==> src/rtl/fxp_pkg.sv <==
`timescale 1ns/1ps
package fxp_pkg;
    localparam int unsigned AW = 16;
    localparam int unsigned DW = 16;
    localparam int unsigned LW = 5;
    localparam logic [AW-1:0] STEP = AW'(4);

    typedef enum logic [1:0] {
        CMD_RUN  = 2'd0,
        CMD_HOLD = 2'd1,
        CMD_JUMP = 2'd2,
        CMD_HALT = 2'd3
    } ag_cmd_e;

    typedef enum logic {
        SRC_FETCH = 1'b0,
        SRC_EXEC  = 1'b1
    } bus_src_e;

    typedef struct packed {
        logic [AW-1:0] addr;
        logic [DW-1:0] word;
        logic [LW-1:0] lat;
    } islot_t;

    function automatic logic needs_mem(input logic [DW-1:0] w);
        return w[DW-1];
    endfunction

    function automatic logic [AW-1:0] data_addr(input logic [DW-1:0] w);
        return AW'(w[DW-2:0]);
    endfunction
endpackage

==> src/rtl/fxp_addr_gen.sv <==
`timescale 1ns/1ps
module fxp_addr_gen
    import fxp_pkg::*;
(
    input  logic          clk,
    input  logic          rst,
    input  ag_cmd_e       cmd,
    input  logic [AW-1:0] tgt,
    input  logic          room,
    input  logic          granted,
    output logic          want,
    output logic [AW-1:0] pc
);
    logic          halt_q;
    logic [AW-1:0] pc_q;

    always_comb begin
        want = !halt_q && (cmd == CMD_RUN) && room;
        pc   = pc_q;
    end

    always_ff @(posedge clk) begin
        if (rst) begin
            halt_q <= 1'b1;
            pc_q   <= '0;
        end else begin
            unique case (cmd)
                CMD_JUMP: begin
                    pc_q   <= tgt + STEP;
                    halt_q <= 1'b0;
                end
                CMD_HALT: halt_q <= 1'b1;
                CMD_HOLD: pc_q   <= pc_q;
                default: begin
                    if (granted) pc_q <= pc_q + STEP;
                end
            endcase
        end
    end
endmodule

==> src/rtl/fxp_fetch_pipe.sv <==
`timescale 1ns/1ps
module fxp_fetch_pipe
    import fxp_pkg::*;
#(
    parameter int unsigned NS = 3
) (
    input  logic   clk,
    input  logic   rst,
    input  logic   flush,
    input  logic   in_v,
    input  islot_t in_slot,
    input  logic   take,
    output logic   room,
    output logic   out_v,
    output islot_t out_slot
);
    logic [NS-1:0] v_q;
    islot_t        s_q   [NS];
    logic [NS-1:0] src_v;
    islot_t        src_s [NS];
    logic [NS:0]   acc;

    always_comb begin
        acc[NS] = take;
        for (int i = NS - 1; i >= 0; i--) begin
            acc[i] = !v_q[i] || acc[i+1];
        end
        src_v[0] = in_v;
        src_s[0] = in_slot;
        for (int i = 1; i < NS; i++) begin
            src_v[i] = v_q[i-1];
            src_s[i] = s_q[i-1];
        end
    end

    always_ff @(posedge clk) begin
        if (rst || flush) begin
            v_q <= '0;
        end else begin
            for (int i = 0; i < NS; i++) begin
                if (acc[i]) v_q[i] <= src_v[i];
            end
        end
    end

    always_ff @(posedge clk) begin
        for (int i = 0; i < NS; i++) begin
            if (acc[i]) s_q[i] <= src_s[i];
        end
    end

    assign room     = acc[0];
    assign out_v    = v_q[NS-1];
    assign out_slot = s_q[NS-1];
endmodule

==> src/rtl/fxp_ififo.sv <==
`timescale 1ns/1ps
module fxp_ififo
    import fxp_pkg::*;
#(
    parameter int unsigned DEPTH = 8,
    localparam int unsigned PW = (DEPTH > 1) ? $clog2(DEPTH) : 1,
    localparam int unsigned CW = $clog2(DEPTH + 1)
) (
    input  logic          clk,
    input  logic          rst,
    input  logic          flush,
    input  logic          push,
    input  islot_t        din,
    input  logic          pop_req,
    output logic          can_push,
    output logic          head_v,
    output islot_t        head,
    output logic [CW-1:0] level
);
    localparam logic [PW-1:0] LAST = PW'(DEPTH - 1);
    localparam logic [CW-1:0] FULL = CW'(DEPTH);

    islot_t        mem [DEPTH];
    logic [PW-1:0] wp_q, rp_q;
    logic [CW-1:0] cnt_q;
    logic          wr, rd;

    always_comb begin
        can_push = (cnt_q != FULL);
        head_v   = (cnt_q != '0);
        wr       = push && can_push;
        rd       = pop_req && head_v;
        head     = mem[rp_q];
        level    = cnt_q;
    end

    always_ff @(posedge clk) begin
        if (rst || flush) begin
            wp_q  <= '0;
            rp_q  <= '0;
            cnt_q <= '0;
        end else begin
            if (wr) wp_q <= (wp_q == LAST) ? '0 : wp_q + 1'b1;
            if (rd) rp_q <= (rp_q == LAST) ? '0 : rp_q + 1'b1;
            if (wr && !rd)      cnt_q <= cnt_q + 1'b1;
            else if (rd && !wr) cnt_q <= cnt_q - 1'b1;
        end
    end

    always_ff @(posedge clk) begin
        if (wr && !flush) mem[wp_q] <= din;
    end
endmodule

==> src/rtl/fxp_exec_pipe.sv <==
`timescale 1ns/1ps
module fxp_exec_pipe
    import fxp_pkg::*;
(
    input  logic          clk,
    input  logic          rst,
    input  logic          head_v,
    input  islot_t        head,
    input  logic          gnt,
    output logic          pop,
    output logic          xreq,
    output logic [AW-1:0] xaddr,
    output logic          ex_busy,
    output logic [LW-1:0] ex_left,
    output logic          ret_v,
    output logic [AW-1:0] ret_addr,
    output logic [DW-1:0] ret_word
);
    logic          do_v_q, ex_v_q, mpend_q;
    islot_t        do_q, ex_q;
    logic [LW-1:0] cnt_q;
    logic          ex_done, ex_acc, do_acc;

    always_comb begin
        ex_done = ex_v_q && (cnt_q == '0) && (!mpend_q || gnt);
        ex_acc  = !ex_v_q || ex_done;
        do_acc  = !do_v_q || ex_acc;
        pop     = head_v && do_acc;
        xreq    = ex_v_q && mpend_q;
        xaddr   = data_addr(ex_q.word);
        ex_busy = ex_v_q;
        ex_left = cnt_q;
    end

    always_ff @(posedge clk) begin
        if (rst) begin
            do_v_q  <= 1'b0;
            ex_v_q  <= 1'b0;
            mpend_q <= 1'b0;
            cnt_q   <= '0;
            ret_v   <= 1'b0;
        end else begin
            if (do_acc) do_v_q <= head_v;
            if (ex_acc) begin
                ex_v_q  <= do_v_q;
                cnt_q   <= do_v_q ? do_q.lat : '0;
                mpend_q <= do_v_q && needs_mem(do_q.word);
            end else begin
                if (cnt_q != '0) cnt_q <= cnt_q - 1'b1;
                if (gnt) mpend_q <= 1'b0;
            end
            ret_v <= ex_done;
        end
    end

    always_ff @(posedge clk) begin
        if (do_acc && head_v) do_q <= head;
        if (ex_acc && do_v_q) ex_q <= do_q;
        if (ex_done) begin
            ret_addr <= ex_q.addr;
            ret_word <= ex_q.word;
        end
    end
endmodule

==> src/rtl/fxp_bus_arb.sv <==
`timescale 1ns/1ps
module fxp_bus_arb
    import fxp_pkg::*;
(
    input  logic          xreq,
    input  logic [AW-1:0] xaddr,
    input  logic          freq,
    input  logic [AW-1:0] faddr,
    input  logic          ready,
    output logic          req,
    output logic          src,
    output logic [AW-1:0] addr,
    output logic          xgnt,
    output logic          fgnt
);
    always_comb begin
        req  = xreq || freq;
        src  = xreq ? SRC_EXEC : SRC_FETCH;
        addr = xreq ? xaddr : faddr;
        xgnt = xreq && ready;
        fgnt = freq && !xreq && ready;
    end
endmodule

==> src/rtl/fetch_exec_core.sv <==
`timescale 1ns/1ps
module fetch_exec_core
    import fxp_pkg::*;
#(
    parameter int unsigned DEPTH = 8,
    parameter int unsigned FSTG  = 3,
    localparam int unsigned CW = $clog2(DEPTH + 1)
) (
    input  logic          clk,
    input  logic          rst,
    input  logic [1:0]    cmd_i,
    input  logic [AW-1:0] tgt_i,
    output logic          mem_req_o,
    output logic          mem_src_o,
    output logic [AW-1:0] mem_addr_o,
    input  logic          mem_ready_i,
    input  logic [DW-1:0] mem_rdata_i,
    input  logic [LW-1:0] mem_rlat_i,
    output logic          ret_valid_o,
    output logic [AW-1:0] ret_addr_o,
    output logic [DW-1:0] ret_word_o
);
    ag_cmd_e       cmd;
    logic          flush;
    logic          room, want, fgnt, xgnt, xreq;
    logic [AW-1:0] ag_pc, xaddr;
    islot_t        fslot, ed_slot, head;
    logic          ed_v, can_push, head_v, pop;
    logic [CW-1:0] fifo_cnt;
    logic          ex_busy;
    logic [LW-1:0] ex_left;

    assign cmd   = ag_cmd_e'(cmd_i);
    assign flush = (cmd == CMD_JUMP);
    assign fslot = '{addr: ag_pc, word: mem_rdata_i, lat: mem_rlat_i};

    fxp_addr_gen u_ag (
        .clk(clk), .rst(rst), .cmd(cmd), .tgt(tgt_i),
        .room(room), .granted(fgnt), .want(want), .pc(ag_pc)
    );

    fxp_fetch_pipe #(.NS(FSTG)) u_fp (
        .clk(clk), .rst(rst), .flush(flush),
        .in_v(fgnt), .in_slot(fslot), .take(can_push),
        .room(room), .out_v(ed_v), .out_slot(ed_slot)
    );

    fxp_ififo #(.DEPTH(DEPTH)) u_q (
        .clk(clk), .rst(rst), .flush(flush),
        .push(ed_v), .din(ed_slot), .pop_req(pop),
        .can_push(can_push), .head_v(head_v), .head(head), .level(fifo_cnt)
    );

    fxp_exec_pipe u_ex (
        .clk(clk), .rst(rst), .head_v(head_v), .head(head), .gnt(xgnt),
        .pop(pop), .xreq(xreq), .xaddr(xaddr),
        .ex_busy(ex_busy), .ex_left(ex_left),
        .ret_v(ret_valid_o), .ret_addr(ret_addr_o), .ret_word(ret_word_o)
    );

    fxp_bus_arb u_arb (
        .xreq(xreq), .xaddr(xaddr), .freq(want), .faddr(ag_pc),
        .ready(mem_ready_i),
        .req(mem_req_o), .src(mem_src_o), .addr(mem_addr_o),
        .xgnt(xgnt), .fgnt(fgnt)
    );
endmodule

==> config.mk <==
export PLATFORM = sky130hd
export DESIGN_NAME = fetch_exec_core
export DESIGN_NICKNAME = d
export VERILOG_FILES = /design/src/rtl/fxp_pkg.sv /design/src/rtl/fxp_addr_gen.sv /design/src/rtl/fxp_fetch_pipe.sv /design/src/rtl/fxp_ififo.sv /design/src/rtl/fxp_exec_pipe.sv /design/src/rtl/fxp_bus_arb.sv /design/src/rtl/fetch_exec_core.sv
export SDC_FILE = /design/constraint.sdc
export NUM_CORES = 1
export LEC_CHECK = 0
export CORE_AREA = 2 2 196 198
export CTS_CLUSTER_SIZE = 8
export DETAILED_ROUTE_END_ITERATION = 7
export DIE_AREA = 0 0 198 200
export PLACE_DENSITY = 0.75
export SLEW_MARGIN = 5
export SYNTH_ARGS = -nofsm -noshare
export SYNTH_HDL_FRONTEND = slang
export SYNTH_SLANG_ARGS = --single-unit
==> constraint.sdc <==
create_clock -name clk -period 6.65 [get_ports clk]
set_input_delay 1.33 -clock clk [delete_from_list [all_inputs] [get_ports clk]]
set_output_delay 1.33 -clock clk [all_outputs]
set_load 0.005 [all_outputs]
Yosys cells after proc, flatten, opt, wreduce, memory -nomap -nowiden
Memories as Yosys holds them, arrays and structs flattened. A register that Yosys moved wholly into a read port is not among the register bits.
Cells that the tools add are included.

word-level totals
  register bits = 103
  bits in latches = 0
  memory bits (writable) = 407
  ROM bits = 0
  input bits = 42
  output and inout bits = 51
  word-level logic and storage cells = 101
  memories kept = 2

memory list
  memory    depth  width  rd ports  clocked after memory_dff  wr ports  line                  RTL
  u_q.mem   8      37     1         1                         1         fxp_ififo.sv:23       islot_t mem [DEPTH];
  u_fp.s_q  3      37     3         0                         3         fxp_fetch_pipe.sv:18  islot_t s_q [NS];

cells by class
  add/subtract/negate cells = 7
  $mul = 0
  divide/modulo/power cells = 0
  order comparisons = 0
  eq/ne operators = 6
  shift-type cells = 0
  muxes and demuxes = 22
  bitwise logic cells = 1
  reduce and logical (&&, ||, !) cells = 46

operators by type and width
  kind                                              number
  adder 16 x 3 -> 16 bit, second input constant     2
  two-way mux 16 bit                                2
  one-hot mux 16 bit (2 select lines)               1
  logical AND 1 bit                                 16
  two-way mux 5 bit                                 3
  zero test 1 bit                                   11
  two-way mux 1 bit                                 11
  nonzero test 2 bit                                5
  logical OR 1 bit                                  8
  two-way mux 4 bit                                 2
  adder 3 x 1 -> 3 bit, second input constant       2
  == test 3 bit, second input constant              2
  two-way mux 3 bit                                 2
  zero test 5 bit                                   1
  nonzero test 5 bit                                1
  subtractor 5 x 1 -> 5 bit, second input constant  1
  adder 4 x 1 -> 4 bit, second input constant       1
  == test 2 bit, second input constant              2
  inequality test 4 bit, second input constant      1
  nonzero test 4 bit                                1
  subtractor 4 x 1 -> 4 bit, second input constant  1
  == test 2 x 1 -> 1 bit, second input constant     1
  zero test 2 bit                                   1
  one-hot mux 1 bit (2 select lines)                1
  other kinds (3)                                   3

Longest topological paths before layout
Gate-level depths: netlist of the first run.

  word-level depth = 11
  mapped depth = 14
  depth with buffers taken out = 14

By module
A second synthesis of the first run with hierarchy kept.

unflattened totals
  cells, all modules = 1034
  area total of the unflattened synthesis = 20712.4 um^2

modules (own cells, without submodules)
  module           instances  cells each  area an instance (um^2)  seq. area each (um^2)
  fxp_ififo        1          506         11776.3                  9148.8
  fxp_fetch_pipe   1          161         3736.1                   3393.3
  fxp_exec_pipe    1          176         3656.0                   3213.1
  fxp_addr_gen     1          168         1261.2                   340.3
  fxp_bus_arb      1          22          269.0                    0.0
  fetch_exec_core  1          1           13.8                     0.0

Worst setup path before layout of the first run
OpenSTA, ideal clock, no wires.

  path kind = input port to flip-flop
  start point = input cmd_i[0]
  end point = memory u_q.mem[1][0] (netlist name), enable pin
  setup time = 0.477 ns
  arrival time = 4.669 ns
  required time = 6.173 ns
  slack = 1.503 ns
  stages = 5
  buffers on the path = 2
  path through = nand2b_1 buf_4 clkbuf_1 nand3_1 nor3_1

on the way
  word-level cells in the longest chain between the ends = 5

ends and longest elaborated chain
  element                                  line                   RTL
  from (decl)                              fetch_exec_core.sv:11  input logic [1:0] cmd_i,
  == test 2 bit                            fetch_exec_core.sv:34  assign flush = (cmd == CMD_JUMP);
  zero test 1 bit                          fxp_ififo.sv:51        if (wr && !flush) mem[wp_q] <= din;
  logical AND 1 bit                        fxp_ififo.sv:51
  two-way mux 1 bit                        fxp_ififo.sv:51
  two-way mux 1 bit (not written as such)  fxp_ififo.sv:51
  to (decl)                                fxp_ififo.sv:23

Every way passes these cells.

Worst setup path in the final report of the first run
  start point = input cmd_i[1]
  end point = output mem_req_o

on the way
  word-level cells in the longest chain between the ends = 4

ends and longest elaborated chain
  element                          line                   RTL
  zero test 2 bit                  fxp_addr_gen.sv:18     want = !halt_q && (cmd == CMD_RUN) && room;
  logical AND 1 bit (2 in series)  fxp_addr_gen.sv:18
  logical OR 1 bit                 fxp_bus_arb.sv:17      req = xreq || freq;
  to (decl)                        fetch_exec_core.sv:13  output logic mem_req_o,

Every way passes these cells.

==> impl_metrics.py, run 1 <==
metrics = {
    "drt": {
        "ant_nets": 0,
        "drt-total-wl_um": 40700,
        "num_vias": 9710,
        "drt_iter0_drc": 933,
        "m1WireLength_um": 16300,
        "met3WireLength_um": 2440,
        "routedWlPerCell_um": 24.4,
        "drc": 0,
        "via_per_inst": 5.82,
        "met2_length_um": 20600,
        "routed.top_layer": "met4",
        "dr.pass1.iters": 5,
    },
    "place": {
        "hpwlAfterDp_um": 22800,
        "dpl-instance-area_um2": 21600,
        "place.gp.congestion": 0.802,
        "io_buffers": 92,
        "dp_cells": 1545,
    },
    "synthesis": {
        "ys_seq_area_share_pct": 80.0,
        "syn-num-nets": 1013,
        "synthTopCellsByArea": "edfxtp_1 76%, mux4_2 8.3%, dfxtp_1 3.9%, mux2_2 3.0%, nor2_1 0.67%",
        "synthDistinctLibCells": 65,
        "avgSynthCellArea_um2": 20.9,
        "synthDominantCellAreaShare_pct": 76.1,
        "synth-seq-cells": 547,
        "synthFlopType": "edfxtp_1",
        "synthTopCellsByCount": "508 x edfxtp_1, 74 x mux4_2, 53 x mux2_2",
        "yosys.area.top_type": "edfxtp_1",
        "syn_area_um2": 20000,
        "synthArstFlopShare_pct": 0,
        "yosysMostFrequentCell": "edfxtp_1",
        "synth_edf_count": 508,
        "yosys_warnings": 0,
        "synthCells": 960,
    },
    "worst_setup_path": {
        "start_kind": "input pin",
        "crit_start": "cmd_i[1]",
        "cp_max_fo": 14,
        "crit_path_end": "mem_req_o",
        "rr_endpoint": "u_ag.pc[11]",
        "required_ps": 5320,
        "reg2reg_setup_slack_ps": 3020,
        "endpoint_kind": "output port",
        "worstRegToRegCells": 9,
        "r2r-start": "u_q.level[1]",
        "crit_arrival_ps": 3420,
        "path_class": "input pin to output port",
    },
    "clock_tree": {
        "cts_tree": "built",
        "insertion_delay_ps": 590,
        "clk_path_buf_depth": 3,
        "cts_buffers": 78,
        "clock_tree.root_cell": "clkbuf_16",
        "post_cts_resized": 0,
        "hold_buffers": 0,
        "cts_setup_buffers": 0,
        "clock-sinks": 547,
        "htree_levels": 3,
        "path_clk_slew_ps": 50,
    },
    "floorplan": {
        "row_count": 71,
        "core_um2": 37400,
        "die_y_um": 200,
        "top_level_ports": 93,
        "fp.dieW_um": 198,
        "die_area_um2": 39600,
        "initial_utilization_pct": 53.6,
    },
    "power_and_ir_drop": {
        "finalPower_mw": 9.19,
        "power_density_nw_per_um2": 386,
        "peakVddDrop_uv": 192,
        "leakage_nw": 7.85,
    },
    "sta": {
        "fmax_mhz": 211,
        "slew_violations": 0,
        "slew-limit-headroom_pct": 19.5,
        "period_share_pct": 71.4,
        "rsz0062_at_grt": "false",
        "worstMarginPinSlew_ps": 1200,
        "layout_min_cycle_time_ps": 4750,
        "hold_violations": 0,
        "fin_skew_ps": 21.4,
        "setup-tns-final_ps": 0,
        "setup_violations": 0,
    },
    "run": {
        "maxCapViolations": 0,
    },
    "grt": {
        "antenna_found_initial": 1,
        "grt_start_max_net_pins": 61,
        "grt_overflow_total": 0,
        "first_global_vias": 10283,
        "grt_pass1_wl_um": 60800,
        "grt_usage_pct": 21.3,
    },
    "outcome": {
        "status": "completed",
    },
    "layout": {
        "finalNonFillerCells": 1667,
        "nNetsFinal": 1167,
        "stdcell_area_um2": 23800,
        "drive_above_1_share_pct": 22.3,
        "syn_to_final_growth_pct": 18.9,
    },
    "worst_hold_path": {
        "hp-class": "flip-flop to flip-flop",
    },
}
[metal layers]
layer | GRT usage [%] | up-vias
li1 | - | 4202
met1 | 27.1 | 5021
met2 | 36.2 | 403
met3 | 4.22 | 84
met4 | 8.80 | 0
met5 | 0 | -
[how the worst min path moves through the flow]
stage	from	end	slack (ps)	depth (start not counted)
after floorplan	u_ex.do_q[21]	u_ex.ex_q[21]	400	0
after global placement	u_ex.ex_q[29]	u_ex.ret_addr[8]	400	0
after detailed placement	u_ex.do_q[24]	u_ex.ex_q[24]	400	0
after CTS	u_fp.s_q[0][63]	u_fp.s_q[0][100]	410	0
after global routing	u_fp.s_q[0][0]	u_fp.s_q[0][37]	420	0
final	u_fp.s_q[0][37]	u_fp.s_q[0][74]	410	0
[final cells by class]
cell class / count / area (um2)
clock inverter: 5 / 50.0
clock buffer: 116 / 2140
tap: 511 / 639
fill: 2457 / 13600
timing repair buffer: 111 / 1060
antenna: 1 / 2.50
inverter: 11 / 41.3
sequential: 547 / 16000
multi-input combinational: 365 / 3860
[kinds of logic (layout without fill, tap and decap cells)]
kind of cell	after synthesis	after routing	share of synthesized area, %
muxes	132	132	11.6
buffers and inverters	48	243	1.05
AOI/OAI and AO/OA	64	64	2.11
adders and majority gates	11	11	0.724
other	0	1	0
xor gates and xnor gates	18	18	0.786
DFF	547	547	80.0
and+or+nand+nor	140	140	3.73
[worst max-delay path, cell delays in order]
cell             delay [ps]
clkdlybuf4s50_1         680
o41ai_1                 760
clkdlybuf4s50_1         640
[flip-flops by register name, indices dropped and copies added (netlist names), 3 cells and up]
register	flops
u_fp.v_q	3
u_q.level	4
u_ex.ret_word	16
u_ex.do_q	37
u_q.rp_q	3
u_ex.ex_q	17
u_ex.ret_addr	16
u_fp.s_q	111
u_ag.pc	16
u_ex.ex_left	5
u_q.mem	296
u_ex.xaddr	15
u_q.wp_q	3
[power breakdown]
group / internal, mW / switching [mW] / total [mW]
logic: 0.597 / 0.555 / 1.15
registers: 4.25 / 0.248 / 4.50
clock network: 2.19 / 1.35 / 3.54
total: 7.04 / 2.16 / 9.19
[cells in the final DEF, fill, tap and decap left out, types with 8 or more instances in the layout]
master           count
o21ai_0              8
clkdlybuf4s50_1     92
dfxtp_1             36
mux4_2              74
ha_1                10
buf_4               19
clkbuf_1            36
nor2_1              30
nor3_1              14
inv_1                8
nand2_1             34
a21oi_1             18
xnor2_1             12
clkbuf_16           80
mux2_2              53
edfxtp_1           508
[metrics by stage]
step / setup WS [ps] / util [%] / hold WS (ps)
finish: 1900 / 63.7 / 412
global route: 1800 / 63.7 / 420
CTS: 1910 / 63.7 / 414
detailed placement: 1960 / 57.9 / 405
global placement: 1950 / 57.9 / 401
floorplan: 1500 / - / 400
Note: power is estimated with default switching activity, not from simulation.
==> inputs of run 2 (changes only) <==
==> constraint.sdc (replaced) <==
create_clock -name clk -period 4.9 [get_ports clk]
set_input_delay 0.98 -clock clk [delete_from_list [all_inputs] [get_ports clk]]
set_output_delay 0.98 -clock clk [all_outputs]
set_load 0.005 [all_outputs]
==> run 2 against run 1 <==
Effect of this change:
- clock skew up 3.3 ps
- sequential power up 36%
- sequential cell count unchanged
- final area up 0.87%
- wire length up 1.9%
- non-clock buffer count up 10
==> impl_metrics.py, run 2 (same netlist as run 1, synthesis figures left out) <==
metrics = {
    "drt": {
        "num_vias": 9840,
        "routedWlPerCell_um": 24.7,
        "drt-total-wl_um": 41400,
        "dr.pass1.iters": 5,
        "via_per_inst": 5.87,
        "drc": 0,
        "ant_nets": 0,
        "drt_iter0_drc": 807,
    },
    "grt": {
        "antenna_found_initial": 1,
        "grt_overflow_total": 0,
        "grt_usage_pct": 21.8,
        "first_global_vias": 10235,
        "grt_start_max_net_pins": 45,
        "grt_pass1_wl_um": 62100,
    },
    "floorplan": {
        "fp.dieW_um": 198,
        "top_level_ports": 93,
        "initial_utilization_pct": 53.6,
        "core_um2": 37400,
        "die_y_um": 200,
        "row_count": 71,
        "die_area_um2": 39600,
    },
    "worst_setup_path": {
        "worstRegToRegCells": 14,
        "start_kind": "input pin",
        "endpoint_kind": "output port",
        "crit_arrival_ps": 3110,
        "cp_max_fo": 14,
        "path_class": "input pin to output port",
        "required_ps": 3920,
    },
    "sta": {
        "fmax_mhz": 245,
        "period_share_pct": 83.4,
        "rsz0062_at_grt": "false",
        "setup-tns-final_ps": 0,
        "fin_skew_ps": 24.7,
        "worstMarginPinSlew_ps": 1140,
        "slew_violations": 0,
        "hold_violations": 0,
        "setup_violations": 0,
        "layout_min_cycle_time_ps": 4090,
        "slew-limit-headroom_pct": 23.0,
    },
    "power_and_ir_drop": {
        "leakage_nw": 7.94,
        "power_density_nw_per_um2": 522,
        "peakVddDrop_uv": 383,
    },
    "layout": {
        "mostFrequentLayoutCells": "508 x edfxtp_1, 92 x clkdlybuf4s50_1, 80 x clkbuf_16, 74 x mux4_2, 53 x mux2_2",
        "reg_top3": "u_q.mem: 296 flops, u_fp.s_q: 111 flops, u_ex.do_q: 37 flops",
        "syn_to_final_growth_pct": 20.0,
        "largest_reg_flops": 296,
        "drive_above_1_share_pct": 23.1,
        "utilization_pct": 64.3,
        "fillers": 2428,
        "nNetsFinal": 1177,
        "top_register": "u_q.mem",
        "final_common_cell": "edfxtp_1",
    },
    "worst_hold_path": {
        "whs_path_depth": 0,
        "hp-class": "flip-flop to flip-flop",
    },
    "place": {
        "hpwlAfterDp_um": 23300,
        "place.gp.congestion": 0.862,
        "io_buffers": 92,
    },
    "outcome": {
        "status": "completed",
    },
    "clock_tree": {
        "cts_setup_buffers": 0,
        "insertion_delay_ps": 590,
        "htree_levels": 3,
        "clock_tree.root_cell": "clkbuf_16",
        "cts_tree": "built",
        "clk_path_buf_depth": 3,
        "path_clk_slew_ps": 50,
        "post_cts_resized": 0,
        "clock-sinks": 547,
        "hold_buffers": 0,
        "cts_buffers": 78,
    },
    "run": {
        "maxCapViolations": 0,
    },
}
[run 2: cell types whose count changed in the layout (fill, tap and decap cells not counted)]
cell	delta
buf_12	+7
buf_4	+3
clkbuf_1	-1
clkinv_16	+1
clkinv_8	+1
inv_16	+1
inv_6	-2
[run 2: path summary, 6_finish.rpt]
check                        from         endpoint  slack [ps]
setup / recovery         cmd_i[1]        mem_req_o         810
setup reg to reg  u_ex.ex_left[0]     u_q.level[3]        1650
hold reg to reg   u_fp.s_q[0][51]  u_fp.s_q[0][88]         410
hold / removal    u_fp.s_q[0][51]  u_fp.s_q[0][88]         410
[run 2: final cells by class]
class,count,area [um2],share of cell area (%)
diodes,1,2.50,0.0104
well taps,511,639,2.66
inverters,11,41.3,0.172
flip-flops and latches,547,16000,66.7
multi-input cells,365,3860,16.1
clock buffers,115,2130,8.87
clock inverters,6,98.8,0.411
repair buffers,121,1230,5.10
[run 2: metal layers]
metal | part of all wire, % | global-route usage [%] | vias up | wire length [um]
li1 | - | - | 4211 | -
met1 | 39 | 28.0 | 5087 | 16300
met2 | 50 | 36.3 | 453 | 20600
met3 | 7.6 | 4.72 | 89 | 3150
met4 | 3.3 | 9.27 | 0 | 1370
met5 | 0 | 0 | - | 0
[run 2: where the power goes]
part / internal (mW) / switching [mW] / total [mW]
clock: 2.99 / 1.84 / 4.83
sequential: 5.76 / 0.345 / 6.11
combinational: 0.853 / 0.752 / 1.60
total: 9.60 / 2.94 / 12.5
[run 2: worst max-delay path: stages]
cell and delay, ps:
clkdlybuf4s50_1 460, buf_4 210, o41ai_1 790, clkdlybuf4s50_1 660
[run 2: stage by stage]
stage / total power, mW / cells / hold slack (ps) / setup WS [ps] / cell area [um2]
finish: 12.5 / 1677 / 409 / 814 / 24000
global route: 13.0 / 1677 / 417 / 855 / 24000
CTS: 12.7 / 1676 / 411 / 975 / 24000
detailed placement: 7.81 / 1555 / 405 / 624 / 21800
global placement: 7.76 / 1555 / 400 / 649 / 21800
floorplan: 7.13 / 960 / 400 / 103 / 20000
